**src/rtl/dtmf_pkg.sv**
```systemverilog
package dtmf_pkg;

  typedef logic [1:0] tone_idx_t;

  function automatic int unsigned tone_hz(input bit hi_grp, input int unsigned idx);
    int unsigned f;
    if (!hi_grp) begin
      case (idx)
        0:       f = 697;
        1:       f = 770;
        2:       f = 852;
        default: f = 941;
      endcase
    end else begin
      case (idx)
        0:       f = 1209;
        1:       f = 1336;
        2:       f = 1477;
        default: f = 1633;
      endcase
    end
    return f;
  endfunction

  function automatic int unsigned nominal_cycles(input int unsigned clk_hz, input bit hi_grp,
                                                 input int unsigned idx);
    return clk_hz / tone_hz(hi_grp, idx);
  endfunction

  function automatic int unsigned win_lo(input int unsigned n, input int unsigned tol_div);
    return n * (tol_div - 1) / tol_div;
  endfunction

  function automatic int unsigned win_hi(input int unsigned n, input int unsigned tol_div);
    return n * (tol_div + 1) / tol_div;
  endfunction

endpackage

```
**src/rtl/edge_sync.sv**
```systemverilog
module edge_sync (
  input  logic clk_i,
  input  logic rst_ni,
  input  logic async_i,
  output logic rise_o
);
  logic [2:0] sq;

  always_ff @(posedge clk_i or negedge rst_ni) begin
    if (!rst_ni) sq <= '0;
    else         sq <= {sq[1:0], async_i};
  end

  assign rise_o = sq[1] & ~sq[2];
endmodule

```
**src/rtl/period_counter.sv**
```systemverilog
module period_counter #(
  parameter int unsigned LIMIT = 1000,
  localparam int unsigned CW   = $clog2(LIMIT + 1)
) (
  input  logic          clk_i,
  input  logic          rst_ni,
  input  logic          rise_i,
  output logic [CW-1:0] period_o,
  output logic          timeout_o
);
  logic [CW-1:0] cnt_q;

  assign timeout_o = (cnt_q == CW'(LIMIT));
  assign period_o  = cnt_q;

  always_ff @(posedge clk_i or negedge rst_ni) begin
    if (!rst_ni)         cnt_q <= '0;
    else if (rise_i)     cnt_q <= CW'(1);
    else if (!timeout_o) cnt_q <= cnt_q + CW'(1);
  end


  cnt_ceiling_chk: assert property (@(posedge clk_i) disable iff (!rst_ni)
    timeout_o && !rise_i |=> timeout_o);
endmodule

```
**src/rtl/bin_match.sv**
```systemverilog
module bin_match #(
  parameter int unsigned CLK_HZ  = 3579545,
  parameter bit          HI_GRP  = 1'b0,
  parameter int unsigned TOL_DIV = 40,
  parameter int unsigned CW      = 13
) (
  input  logic                [CW-1:0] period_i,
  output logic                         hit_o,
  output dtmf_pkg::tone_idx_t          bin_o
);
  logic [3:0] in_win;

  for (genvar i = 0; i < 4; i++) begin : g_win
    localparam int unsigned NOM = dtmf_pkg::nominal_cycles(CLK_HZ, HI_GRP, i);
    localparam int unsigned LO  = dtmf_pkg::win_lo(NOM, TOL_DIV);
    localparam int unsigned HI  = dtmf_pkg::win_hi(NOM, TOL_DIV);
    assign in_win[i] = (period_i >= CW'(LO)) && (period_i <= CW'(HI));
  end

  always_comb begin
    hit_o = 1'b0;
    bin_o = '0;
    for (int i = 3; i >= 0; i--) begin
      if (in_win[i]) begin
        hit_o = 1'b1;
        bin_o = 2'(i);
      end
    end
  end

  // windows never overlap
  win_excl_chk: assert property (@(period_i) $onehot0(in_win));
endmodule

```
**src/rtl/tone_channel.sv**
```systemverilog
module tone_channel #(
  parameter int unsigned CLK_HZ     = 3579545,
  parameter bit          HI_GRP     = 1'b0,
  parameter int unsigned TOL_DIV    = 40,
  parameter int unsigned AVG_N      = 4,
  parameter int unsigned MARGIN_DIV = 4
) (
  input  logic                clk_i,
  input  logic                rst_ni,
  input  logic                tone_i,
  output logic                valid_o,
  output dtmf_pkg::tone_idx_t idx_o
);
  localparam int unsigned W0    = dtmf_pkg::win_hi(dtmf_pkg::nominal_cycles(CLK_HZ, HI_GRP, 0), TOL_DIV);
  localparam int unsigned LIMIT = W0 + W0 / MARGIN_DIV;
  localparam int unsigned CW    = $clog2(LIMIT + 1);
  localparam int unsigned RW    = $clog2(AVG_N + 1);

  logic                rise, timeout, hit, primed_q;
  logic [CW-1:0]       period;
  logic [RW-1:0]       run_q;
  dtmf_pkg::tone_idx_t bin, last_q;

  edge_sync i_sync (.clk_i, .rst_ni, .async_i(tone_i), .rise_o(rise));

  period_counter #(.LIMIT(LIMIT)) i_cnt (
    .clk_i, .rst_ni, .rise_i(rise), .period_o(period), .timeout_o(timeout));

  bin_match #(.CLK_HZ(CLK_HZ), .HI_GRP(HI_GRP), .TOL_DIV(TOL_DIV), .CW(CW)) i_bin (
    .period_i(period), .hit_o(hit), .bin_o(bin));

  always_ff @(posedge clk_i or negedge rst_ni) begin
    if (!rst_ni) begin
      primed_q <= 1'b0;
      run_q    <= '0;
      last_q   <= '0;
    end else if (rise) begin
      primed_q <= 1'b1;
      if (primed_q) begin
        if (!hit) run_q <= '0;
        else if (bin == last_q) begin
          if (run_q != RW'(AVG_N)) run_q <= run_q + RW'(1);
        end else begin
          last_q <= bin;
          run_q  <= RW'(1);
        end
      end
    end else if (timeout) begin
      primed_q <= 1'b0;
      run_q    <= '0;
    end
  end

  assign valid_o = (run_q == RW'(AVG_N));
  assign idx_o   = last_q;


  valid_on_edge_chk: assert property (@(posedge clk_i) disable iff (!rst_ni)
    $rose(valid_o) |-> $past(rise));

  miss_clears_chk: assert property (@(posedge clk_i) disable iff (!rst_ni)
    rise && primed_q && !hit |=> !valid_o);

  no_overflow_chk: assert property (@(posedge clk_i) disable iff (!rst_ni)
    timeout && !rise |=> !valid_o);
endmodule

```
**src/rtl/dtmf_count_decoder.sv**
```systemverilog
module dtmf_count_decoder #(
  parameter int unsigned CLK_HZ     = 3579545,
  parameter int unsigned TOL_DIV    = 40,
  parameter int unsigned AVG_N      = 4,
  parameter int unsigned MARGIN_DIV = 4
) (
  input  logic       clk_i,
  input  logic       rst_ni,
  input  logic       tone_lo_i,
  input  logic       tone_hi_i,
  output logic       est_o,
  output logic [3:0] code_o
);
  logic [1:0]          tone_in, vld;
  dtmf_pkg::tone_idx_t idx [2];

  assign tone_in = {tone_hi_i, tone_lo_i};

  for (genvar g = 0; g < 2; g++) begin : g_band
    tone_channel #(
      .CLK_HZ(CLK_HZ), .HI_GRP(g == 1), .TOL_DIV(TOL_DIV),
      .AVG_N(AVG_N), .MARGIN_DIV(MARGIN_DIV)
    ) i_chan (
      .clk_i, .rst_ni, .tone_i(tone_in[g]), .valid_o(vld[g]), .idx_o(idx[g]));
  end

  always_ff @(posedge clk_i or negedge rst_ni) begin
    if (!rst_ni) begin
      est_o  <= 1'b0;
      code_o <= '0;
    end else begin
      est_o <= &vld;
      if (&vld) code_o <= {idx[1], idx[0]};
    end
  end


  est_rise_chk: assert property (@(posedge clk_i) disable iff (!rst_ni)
    $rose(est_o) |-> $past(vld[0] && vld[1]));

  est_drop_chk: assert property (@(posedge clk_i) disable iff (!rst_ni)
    !(vld[0] && vld[1]) |=> !est_o);

  code_hold_chk: assert property (@(posedge clk_i) disable iff (!rst_ni)
    !$stable(code_o) |-> est_o);
endmodule

```
**config.mk**
```make
export PLATFORM = sky130hd
export DESIGN_NAME = dtmf_count_decoder
export DESIGN_NICKNAME = d
export VERILOG_FILES = /design/src/rtl/dtmf_pkg.sv /design/src/rtl/edge_sync.sv /design/src/rtl/period_counter.sv /design/src/rtl/bin_match.sv /design/src/rtl/tone_channel.sv /design/src/rtl/dtmf_count_decoder.sv
export SDC_FILE = /design/constraint.sdc
export NUM_CORES = 1
export LEC_CHECK = 0
export ABC_CLOCK_PERIOD_IN_PS = 3230
export BUFFER_PORTS_ARGS = -buffer_cell sky130_fd_sc_hd__buf_4
export CORE_AREA = 8 8 80 82
export CTS_BUF_LIST = sky130_fd_sc_hd__clkbuf_16
export DETAILED_ROUTE_END_ITERATION = 7
export DIE_AREA = 0 0 88 90
export PLACE_DENSITY = 0.85
export SLEW_MARGIN = 20
export SYNTH_ARGS = -nofsm -noshare
export SYNTH_HDL_FRONTEND = slang
export SYNTH_SLANG_ARGS = --single-unit
```
**constraint.sdc**
```tcl
create_clock -name clk_i -period 3.23 [get_ports clk_i]
set_input_delay 0.4845 -clock clk_i [delete_from_list [all_inputs] [get_ports clk_i]]
set_output_delay 0.4845 -clock clk_i [all_outputs]
set_load 0.05 [all_outputs]
```
Yosys cells after proc, flatten, opt, wreduce, memory -nomap -nowiden
Index checks and enable logic that the tools add are counted. W data, S select, Z words.

Bits in registers: 48. Input bits: 4. Word-level logic and storage cells: 103. Output and inout bits: 5.

Magnitude comparators: 16. Reductions and logical operators: 15. Add/sub/neg operators: 4. Bitwise operators: 6. Equality and inequality tests: 14. Mux-type cells: 36.

Operators with widths (number): $ge A12 B12 Y1 const B (4); $le A12 B12 Y1 const B (4); $le A13 B13 Y1 const B (3); $mux W3 (12); $ge A13 B12 Y1 const B (2); $ge A13 B13 Y1 const B (2); $mux W13 (2); $mux W12 (2); $mux W2 (8); $add A13 B1 Y13 const B (1); $eq A13 B13 Y1 const B (1); $le A13 B12 Y1 const B (1); $add A12 B1 Y12 const B (1); $eq A12 B12 Y1 const B (1); $mux W1 (12); $logic_and A1 B1 Y1 (8); $ne A4 B4 Y1 const B (2); $reduce_and A4 Y1 (2); $add A3 B1 Y3 const B (2); $eq A3 B3 Y1 const B (2); $ne A3 B3 Y1 const B (2); $reduce_and A3 Y1 (2); $eq A2 B2 Y1 (2); $ne A2 B1 Y1 const B (2); 5 further kinds (11).

Longest topological paths before layout
Gate-level depths: netlist (run 1).

Depth after elaboration: 11. Gate-level depth with buffers: 9. Depth with buffers taken out: 9.

By module
From an unflattened synthesis (run 1), not the netlist that was laid out.

Cells, all modules: 294. Area, all modules: 2934.1 um^2.

Modules (own cells, without submodules): tone_channel (times used 2, area each 370.4 um^2, sequential area each 150.1 um^2, cells each 36); period_counter (g_band[0].i_chan.i_cnt) (times used 1, area each 689.4 um^2, sequential area each 325.3 um^2, cells each 71); period_counter (g_band[1].i_chan.i_cnt) (times used 1, area each 655.6 um^2, sequential area each 300.3 um^2, cells each 68); bin_match (g_band[0].i_chan.i_bin) (times used 1, area each 246.5 um^2, sequential area each 0.0 um^2, cells each 36); bin_match (g_band[1].i_chan.i_bin) (times used 1, area each 229.0 um^2, sequential area each 0.0 um^2, cells each 28); dtmf_count_decoder (times used 1, area each 195.2 um^2, sequential area each 125.1 um^2, cells each 11); edge_sync (times used 2, area each 88.8 um^2, sequential area each 75.1 um^2, cells each 4).

Worst setup path before layout (run 1)
OpenSTA, ideal clock, no wires.

Kind: flip-flop to flip-flop. Start point: reg g_band[0].i_chan.i_cnt.cnt_q[0]. End point: reg g_band[0].i_chan.last_q[0]. Path buffers: 1. Stages on the path, launching flop included: 10. Path slack: 0.566 ns. Arrival time: 2.540 ns. Cell sequence: dfrtp_1 -> ha_1 -> clkbuf_1 -> a211o_1 -> a311oi_1 -> a211oi_1 -> or2_0 -> o41a_1 -> nand2_1 -> mux2_2.

Longest elaborated chain between the ends: 9. Elaborated cells between the ends (all ways): 23. Those cells by class: 8 x order compare; 1 x eq/ne; 8 x mux; 1 x bitwise; 5 x reduce/logical.

RTL lines: start, declared (RTL line period_counter.sv:11) `logic [CW-1:0] cnt_q;`; start signal, assigned (RTL line period_counter.sv:19) `else if (!timeout_o) cnt_q <= cnt_q + CW'(1);`; $ge A13 B12 Y1 or $le A13 B12 Y1 (tied branches) (RTL line bin_match.sv:17) `assign in_win[i] = (period_i >= CW'(LO)) && (period_i <= CW'(HI));`; $logic_and A1 B1 Y1 (RTL line bin_match.sv:17); $mux W2 (4 in series) (RTL line bin_match.sv:24) `if (in_win[i]) begin`; $eq A2 B2 Y1 (RTL line tone_channel.sv:41) `else if (bin == last_q) begin`; $not A1 Y1 (no line); $reduce_and A4 Y1 (no line); end signal, assigned (RTL line tone_channel.sv:44) `last_q <= bin;`; end, declared (RTL line tone_channel.sv:22) `dtmf_pkg::tone_idx_t bin, last_q;`.

Several ways; a longest one is shown, not always the timed one. A chain may end at the register's enable or synchronous reset.

Worst setup path after layout (run 1)
Start point: reg g_band[0].i_chan.i_cnt.cnt_q[1]. End point: reg g_band[0].i_chan.last_q[0].

Same word-level chain as after synthesis.

==> results_dict.tcl, run 1 <==
set metrics [dict create \
    critPathTopFamily "compound AO/OA/AOI/OAI gates" \
    ys.flop_type "dfrtp_1" \
    post_cts_resized 0 \
    hp-class "primary input to async pin" \
    numPortBuffers 8 \
    async_reset_ff_share_pct 100 \
    finalSetupViolations 0 \
    max-clock-path-buffers 2 \
    p_clk_share_pct 36.7 \
    die_w_microns 88 \
    start_util_pct 57.3 \
    finalNonFillerCells 394 \
    tightest_slew_ns 0.600 \
    grt_pass1_vias 2192 \
    syn_to_final_growth_pct 6.17 \
    final.period_utilization_pct 88.0 \
    switching_share_pct 28.5 \
    tritoncts "yes" \
    critical_path_required_ns 3.40 \
    yosysWarnings 0 \
    core_sq_um 5240 \
    path_cells "ha_1 -> a211o_1 -> a311oi_1 -> a211oi_1 -> or2_0 -> o41a_1 -> nand2_1 -> mux2_2" \
    drcViolationCount 0 \
    row_count 27 \
    end_kind "register" \
    p_comb_share_pct 16.0 \
    final-hold-violation-count 0 \
    synth_area_sq_um 3000 \
    dp_hpwl_microns 4000 \
    final_nets 336 \
    worst_setup_path_start_kind "register" \
    drv_cap 0 \
    min_period_ns 2.84 \
    slew_violations 0 \
    arrival_ns 3.02 \
    holdWs_ns 0.196 \
    grtUsageTotal_pct 15.3 \
    routed_wl_microns 5740 \
    antenna_found_initial 0 \
    n_antenna_cell 0 \
    drive_gt1_share_pct 9.01 \
    drt_iter0_drc 153 \
    max-slew-margin-rel_pct 60.0 \
    overflow 0 \
    p_leak_uw 0.00145 \
    power.switching_uw 446 \
    critical_path_class "register to register" \
    dp.cells 386 \
    crit_buf_inv 0 \
    status "complete, no violations" \
    tns_ns 0 \
    io_pins 9 \
    die-area_sq_um 7920 \
    cpPeakStageDelay_ns 0.48 \
    clockRootBuffer "clkbuf_16" \
    num_vias 2341 \
    synth_edf_count 0 \
    grt_pass1_wl_microns 9950 \
    intPower_uw 1120 \
    clkSinkCount 48 \
    clk_pin_slew_ns 0.06 \
    worstSkewPairLatency_ns 0.28 \
    avgRoutedWirePerCell_microns 14.6 \
    seq_power_share_pct 47.4 \
    seq_area_frac_synth_pct 40.0 \
    vdd_drop_max_mv 0.295 \
    viasPerCell 5.94 \
    firstDrtPassIters 4 \
    synth.distinct_cells 63 \
    fmax_mhz 352 \
    synth-seq-cells 48 \
    cts.htree.levels 2 \
    syn-num-nets 341 \
    ant_nets 0 \
    grt_start_max_net_pins 49 \
    die_y_microns 90 \
    rsz0062_at_grt "no" \
    cts_buffers 5 \
    slowest_stage "o41a_1" \
    gp_congestion 0.929 \
    timing.critical_path.fanout_max 10 \
    cts_setup_buffers 0 \
    p_per_area_nw_per_um2 491 \
    avgSynthCellArea_sq_um 9.20 \
    skew_ns 0.00353 \
    synthCells 326 \
    ctsHoldBuffers 0 \
]
[cell usage in the layout, fill, tap and decap left out, types with 4 or more instances in the layout]
cell	count
mux2_2	5
xor2_1	11
nand2_1	33
nor3_1	8
mux2i_1	4
dfrtp_1	48
nand3_1	16
nand2b_1	4
nor2_1	31
buf_4	11
inv_1	19
clkbuf_16	5
o211ai_1	6
nand4_1	4
xnor2_1	11
o21ai_0	12
and2_1	5
a21oi_1	12
a31oi_1	4
ha_1	11
[registers in the layout (all words and copies together), names as in the netlist]
register and flops:
g_band.i_chan.i_cnt.period_o 25, code_o 4, g_band.i_chan.primed_q 2, g_band.i_chan.idx_o 4, g_band.i_chan.run_q 6, g_band.i_chan.i_sync.sq 6, est_o 1
[path summary, 6_finish.rpt]
path / from / endpoint / slack, ns / cells past startpoint
worst min register to register: g_band[1].i_chan.i_sync.sq[0]$_DFF_PN0_ / g_band[1].i_chan.i_sync.sq[1]$_DFF_PN0_ / 0.35 / 0
max in group asynchronous: rst_ni / g_band[0].i_chan.i_cnt.period_o[0]$_DFFE_PN0P_ / 2.62 / 1
worst max-delay path: g_band[0].i_chan.i_cnt.period_o[1]$_DFFE_PN0P_ / g_band[0].i_chan.idx_o[0]$_DFFE_PN0P_ / 0.39 / 8
worst max register to register: g_band[0].i_chan.i_cnt.period_o[1]$_DFFE_PN0P_ / g_band[0].i_chan.idx_o[0]$_DFFE_PN0P_ / 0.39 / 8
min in group clk_i: tone_lo_i / g_band[0].i_chan.i_sync.sq[0]$_DFF_PN0_ / 0.30 / 1
worst min-delay path: rst_ni / g_band[1].i_chan.i_cnt.period_o[4]$_DFFE_PN0P_ / 0.20 / 1
[cell families after synthesis]
group           synth area share, %
mux                            3.21
fa+ha+maj                      4.59
flops                          40.0
compound gates                 15.3
buf+inv                        7.30
xor+xnor                       6.42
simple gates                   23.2
[power groups by stage]
stage / clock (uW) / combinational (uW) / sequential [uW]
finish: 573 / 250 / 740
global route: 608 / 283 / 753
CTS: 586 / 249 / 738
detailed placement: 0 / 244 / 748
global placement: 0 / 239 / 743
floorplan: 0 / 259 / 687
[routing by layer]
metal / track usage [%] / routed length, microns / vias to the layer above
met1: 20.0 / 2570 / 1122
met2: 24.0 / 2810 / 66
met4: 4.88 / 35 / 0
li1: - / - / 1148
met5: 0 / 0 / -
met3: 3.55 / 317 / 5
[cells in the mapped netlist, types with 4 or more instances]
| master | count | share of area, % |
|---|---|---|
| a21oi_1 | 12 | 2.0 |
| a31oi_1 | 4 | 0.83 |
| and2_1 | 5 | 1.0 |
| buf_6 | 5 | 1.9 |
| clkbuf_1 | 11 | 1.4 |
| dfrtp_1 | 48 | 40 |
| ha_1 | 11 | 4.6 |
| inv_1 | 18 | 2.3 |
| mux2_2 | 5 | 1.9 |
| mux2i_1 | 4 | 1.3 |
| nand2_1 | 33 | 4.1 |
| nand2b_1 | 4 | 0.83 |
| nand3_1 | 16 | 2.7 |
| nand4_1 | 4 | 0.83 |
| nor2_1 | 31 | 3.9 |
| nor3_1 | 8 | 1.3 |
| o211ai_1 | 6 | 1.5 |
| o21ai_0 | 12 | 2.0 |
| xnor2_1 | 11 | 3.2 |
| xor2_1 | 11 | 3.2 |
[metrics by stage]
| step | util, % | power (uW) | area, sq um | setup WS [ns] |
|---|---|---|---|---|
| floorplan | - | 947 | 3000 | 0.566 |
| global placement | 57.7 | 982 | 3020 | 0.529 |
| detailed placement | 57.7 | 992 | 3020 | 0.438 |
| CTS | 60.8 | 1570 | 3190 | 0.399 |
| global route | 60.8 | 1640 | 3190 | 0.264 |
| finish | 60.8 | 1560 | 3190 | 0.386 |
[final cells by class]
cell class,count,area (sq um)
fill,442,2050
inverter,18,67.6
timing repair buffer,11,82.6
clock inverter,3,38.8
sequential,48,1200
clock buffer,5,125
multi-input combinational,237,1580
tap,72,90.1
[worst register-to-register path, stage by stage, from the launching register on]
cell	delay, ns
dfrtp_1	0.47
ha_1	0.34
a211o_1	0.26
a311oi_1	0.30
a211oi_1	0.13
or2_0	0.27
o41a_1	0.48
nand2_1	0.14
mux2_2	0.34
Note: power is estimated with default switching activity, not from simulation.
==> run 2: changes to the inputs <==
--- a/config.mk
+++ b/config.mk
@@ -7,11 +7,12 @@
 export LEC_CHECK = 0
 export ABC_CLOCK_PERIOD_IN_PS = 3230
 export BUFFER_PORTS_ARGS = -buffer_cell sky130_fd_sc_hd__buf_4
-export CORE_AREA = 8 8 80 82
+export CORE_AREA = 2 2 74 76
 export CTS_BUF_LIST = sky130_fd_sc_hd__clkbuf_16
 export DETAILED_ROUTE_END_ITERATION = 7
-export DIE_AREA = 0 0 88 90
+export DIE_AREA = 0 0 76 78
 export PLACE_DENSITY = 0.85
+export SKIP_CTS_REPAIR_TIMING = 1
 export SLEW_MARGIN = 20
 export SYNTH_ARGS = -nofsm -noshare
 export SYNTH_HDL_FRONTEND = slang
==> run 2 against run 1 <==
  * Clock power hardly changed
  * Total power is 0.45% higher
  * Critical endpoint unchanged
  * Final cell count is 0.51% lower
  * Cell area hardly changed
  * Combinational power is 3% higher
  * Fmax is 2.3% lower
  * Critical path depth stayed put
  * Largest cell class unchanged
  * First-iteration DRC count is 40% higher
  * Via count is 2.7% higher
  * Sequential cell count stayed put
==> results_dict.tcl, run 2 (same netlist as run 1, synthesis figures left out) <==
set metrics [dict create \
    slowest_stage "o41a_1" \
    row_count 26 \
    die_y_microns 78 \
    final-hold-violation-count 0 \
    antenna_found_initial 0 \
    syn_to_final_growth_pct 6.09 \
    dpl_cell_area_sq_um 3020 \
    cpPeakStageDelay_ns 0.48 \
    drv_cap 0 \
    n_antenna_cell 0 \
    grt_pass1_wl_microns 10800 \
    tritoncts "yes" \
    cts.htree.levels 2 \
    finalNonFillerCells 392 \
    worst_setup_path_start_kind "register" \
    ant_nets 0 \
    dp_hpwl_microns 4090 \
    stdcell_area_sq_um 3180 \
    grt_start_max_net_pins 49 \
    overflow 0 \
    drive_gt1_share_pct 9.01 \
    fmax_mhz 344 \
    tns_ns 0 \
    grt_pass1_vias 2302 \
    tightest_slew_ns 0.734 \
    r2r-start "g_band[0].i_chan.i_cnt.period_o[0]$_DFFE_PN0P_" \
    crit_buf_inv 0 \
    critical_path_required_ns 3.40 \
    gp_congestion 1.01 \
    firstDrtPassIters 5 \
    drcViolationCount 0 \
    largest_reg_flops 25 \
    clockRootBuffer "clkbuf_16" \
    skew_ns 0.00528 \
    die-area_sq_um 5930 \
    path_cells "ha_1 -> a211o_1 -> a311oi_1 -> a211oi_1 -> or2_0 -> o41a_1 -> nand2_1 -> mux2_2" \
    status "complete, no violations" \
    final_common_cell "dfrtp_1" \
    clk_pin_slew_ns 0.06 \
    final_nets 336 \
    worst_r2r_path_depth 8 \
    io_pins 9 \
    rsz0062_at_grt "no" \
    core_sq_um 5040 \
    worstSkewPairLatency_ns 0.29 \
    arrival_ns 3.08 \
    worstReg2RegEnd "g_band[0].i_chan.idx_o[0]$_DFFE_PN0P_" \
    vdd_drop_max_mv 0.299 \
    slew_violations 0 \
    cts_buffers 5 \
    grtUsageTotal_pct 22.1 \
    p_per_area_nw_per_um2 493 \
    p_leak_uw 0.00145 \
    dp.cells 384 \
    finalSetupViolations 0 \
    viasPerCell 6.13 \
    numPortBuffers 8 \
    max-slew-margin-rel_pct 49.8 \
    critical_path_class "register to register" \
    avgRoutedWirePerCell_microns 15.6 \
    drt_iter0_drc 214 \
    start_util_pct 59.5 \
    num_vias 2404 \
    hp-class "primary input to async pin" \
    final.period_utilization_pct 90.1 \
    post-route-util_pct 63.1 \
    layout_common_cells "dfrtp_1, nand2_1, nor2_1" \
    fillers 405 \
    end_kind "register" \
    die_w_microns 76 \
    routed_wl_microns 6120 \
    critPathTopFamily "compound AO/OA/AOI/OAI gates" \
    timing.critical_path.fanout_max 10 \
    max-clock-path-buffers 2 \
    clkSinkCount 48 \
    min_period_ns 2.91 \
    rrSetupSlack_ns 0.32 \
]
## run 2: cell counts in the layout (fill, tap and decap cells not counted)
Identical to the previous run, type by type.
## run 2: area by class of cell
| type | instances | area [sq um] | area share, % |
|---|---|---|---|
| Tap cell | 70 | 87.6 | 2.75 |
| Multi-Input combinational cell | 237 | 1580 | 49.6 |
| Clock inverter | 3 | 38.8 | 1.22 |
| Inverter | 18 | 67.6 | 2.12 |
| Timing Repair Buffer | 11 | 82.6 | 2.59 |
| Clock buffer | 5 | 125 | 3.93 |
| Sequential cell | 48 | 1200 | 37.7 |
## run 2: metal layers
layer	routed length (microns)	global-route usage [%]	vias to the layer above	share of wire, %
met1	2670	27.8	1161	44
met4	149	7.82	0	2.4
li1	-	-	1142	-
met2	2960	38.1	81	48
met3	330	4.53	20	5.4
met5	0	0	-	0
## run 2: power breakdown
| part | switching (uW) | internal [uW] |
|---|---|---|
| logic | 144 | 113 |
| clock network | 214 | 361 |
| registers | 93.8 | 644 |
## run 2: worst max path at each step
stage	depth (start not counted)	endpoint	startpoint	slack (ns)
2_1_floorplan	9	g_band[0].i_chan.idx_o[0]$_DFFE_PN0P_	g_band[0].i_chan.i_cnt.period_o[0]$_DFFE_PN0P_	0.57
6_report	8	g_band[0].i_chan.idx_o[0]$_DFFE_PN0P_	g_band[0].i_chan.i_cnt.period_o[0]$_DFFE_PN0P_	0.32
5_1_grt	8	g_band[0].i_chan.idx_o[0]$_DFFE_PN0P_	g_band[0].i_chan.i_cnt.period_o[0]$_DFFE_PN0P_	0.11
3_3_place_gp	8	g_band[0].i_chan.idx_o[0]$_DFFE_PN0P_	g_band[0].i_chan.i_cnt.period_o[0]$_DFFE_PN0P_	0.52
4_1_cts	8	g_band[0].i_chan.idx_o[0]$_DFFE_PN0P_	g_band[0].i_chan.i_cnt.period_o[0]$_DFFE_PN0P_	0.34
3_5_place_dp	8	g_band[0].i_chan.idx_o[0]$_DFFE_PN0P_	g_band[0].i_chan.i_cnt.period_o[0]$_DFFE_PN0P_	0.44
## run 2: per-stage QoR
step / setup slack, ns / total power, uW / hold slack [ns]
CTS: 0.340 / 1570 / 0.231
detailed placement: 0.440 / 990 / 0.336
global route: 0.112 / 1650 / 0.267
floorplan: 0.566 / 947 / 0.189
global placement: 0.524 / 984 / 0.332
finish: 0.320 / 1570 / 0.199
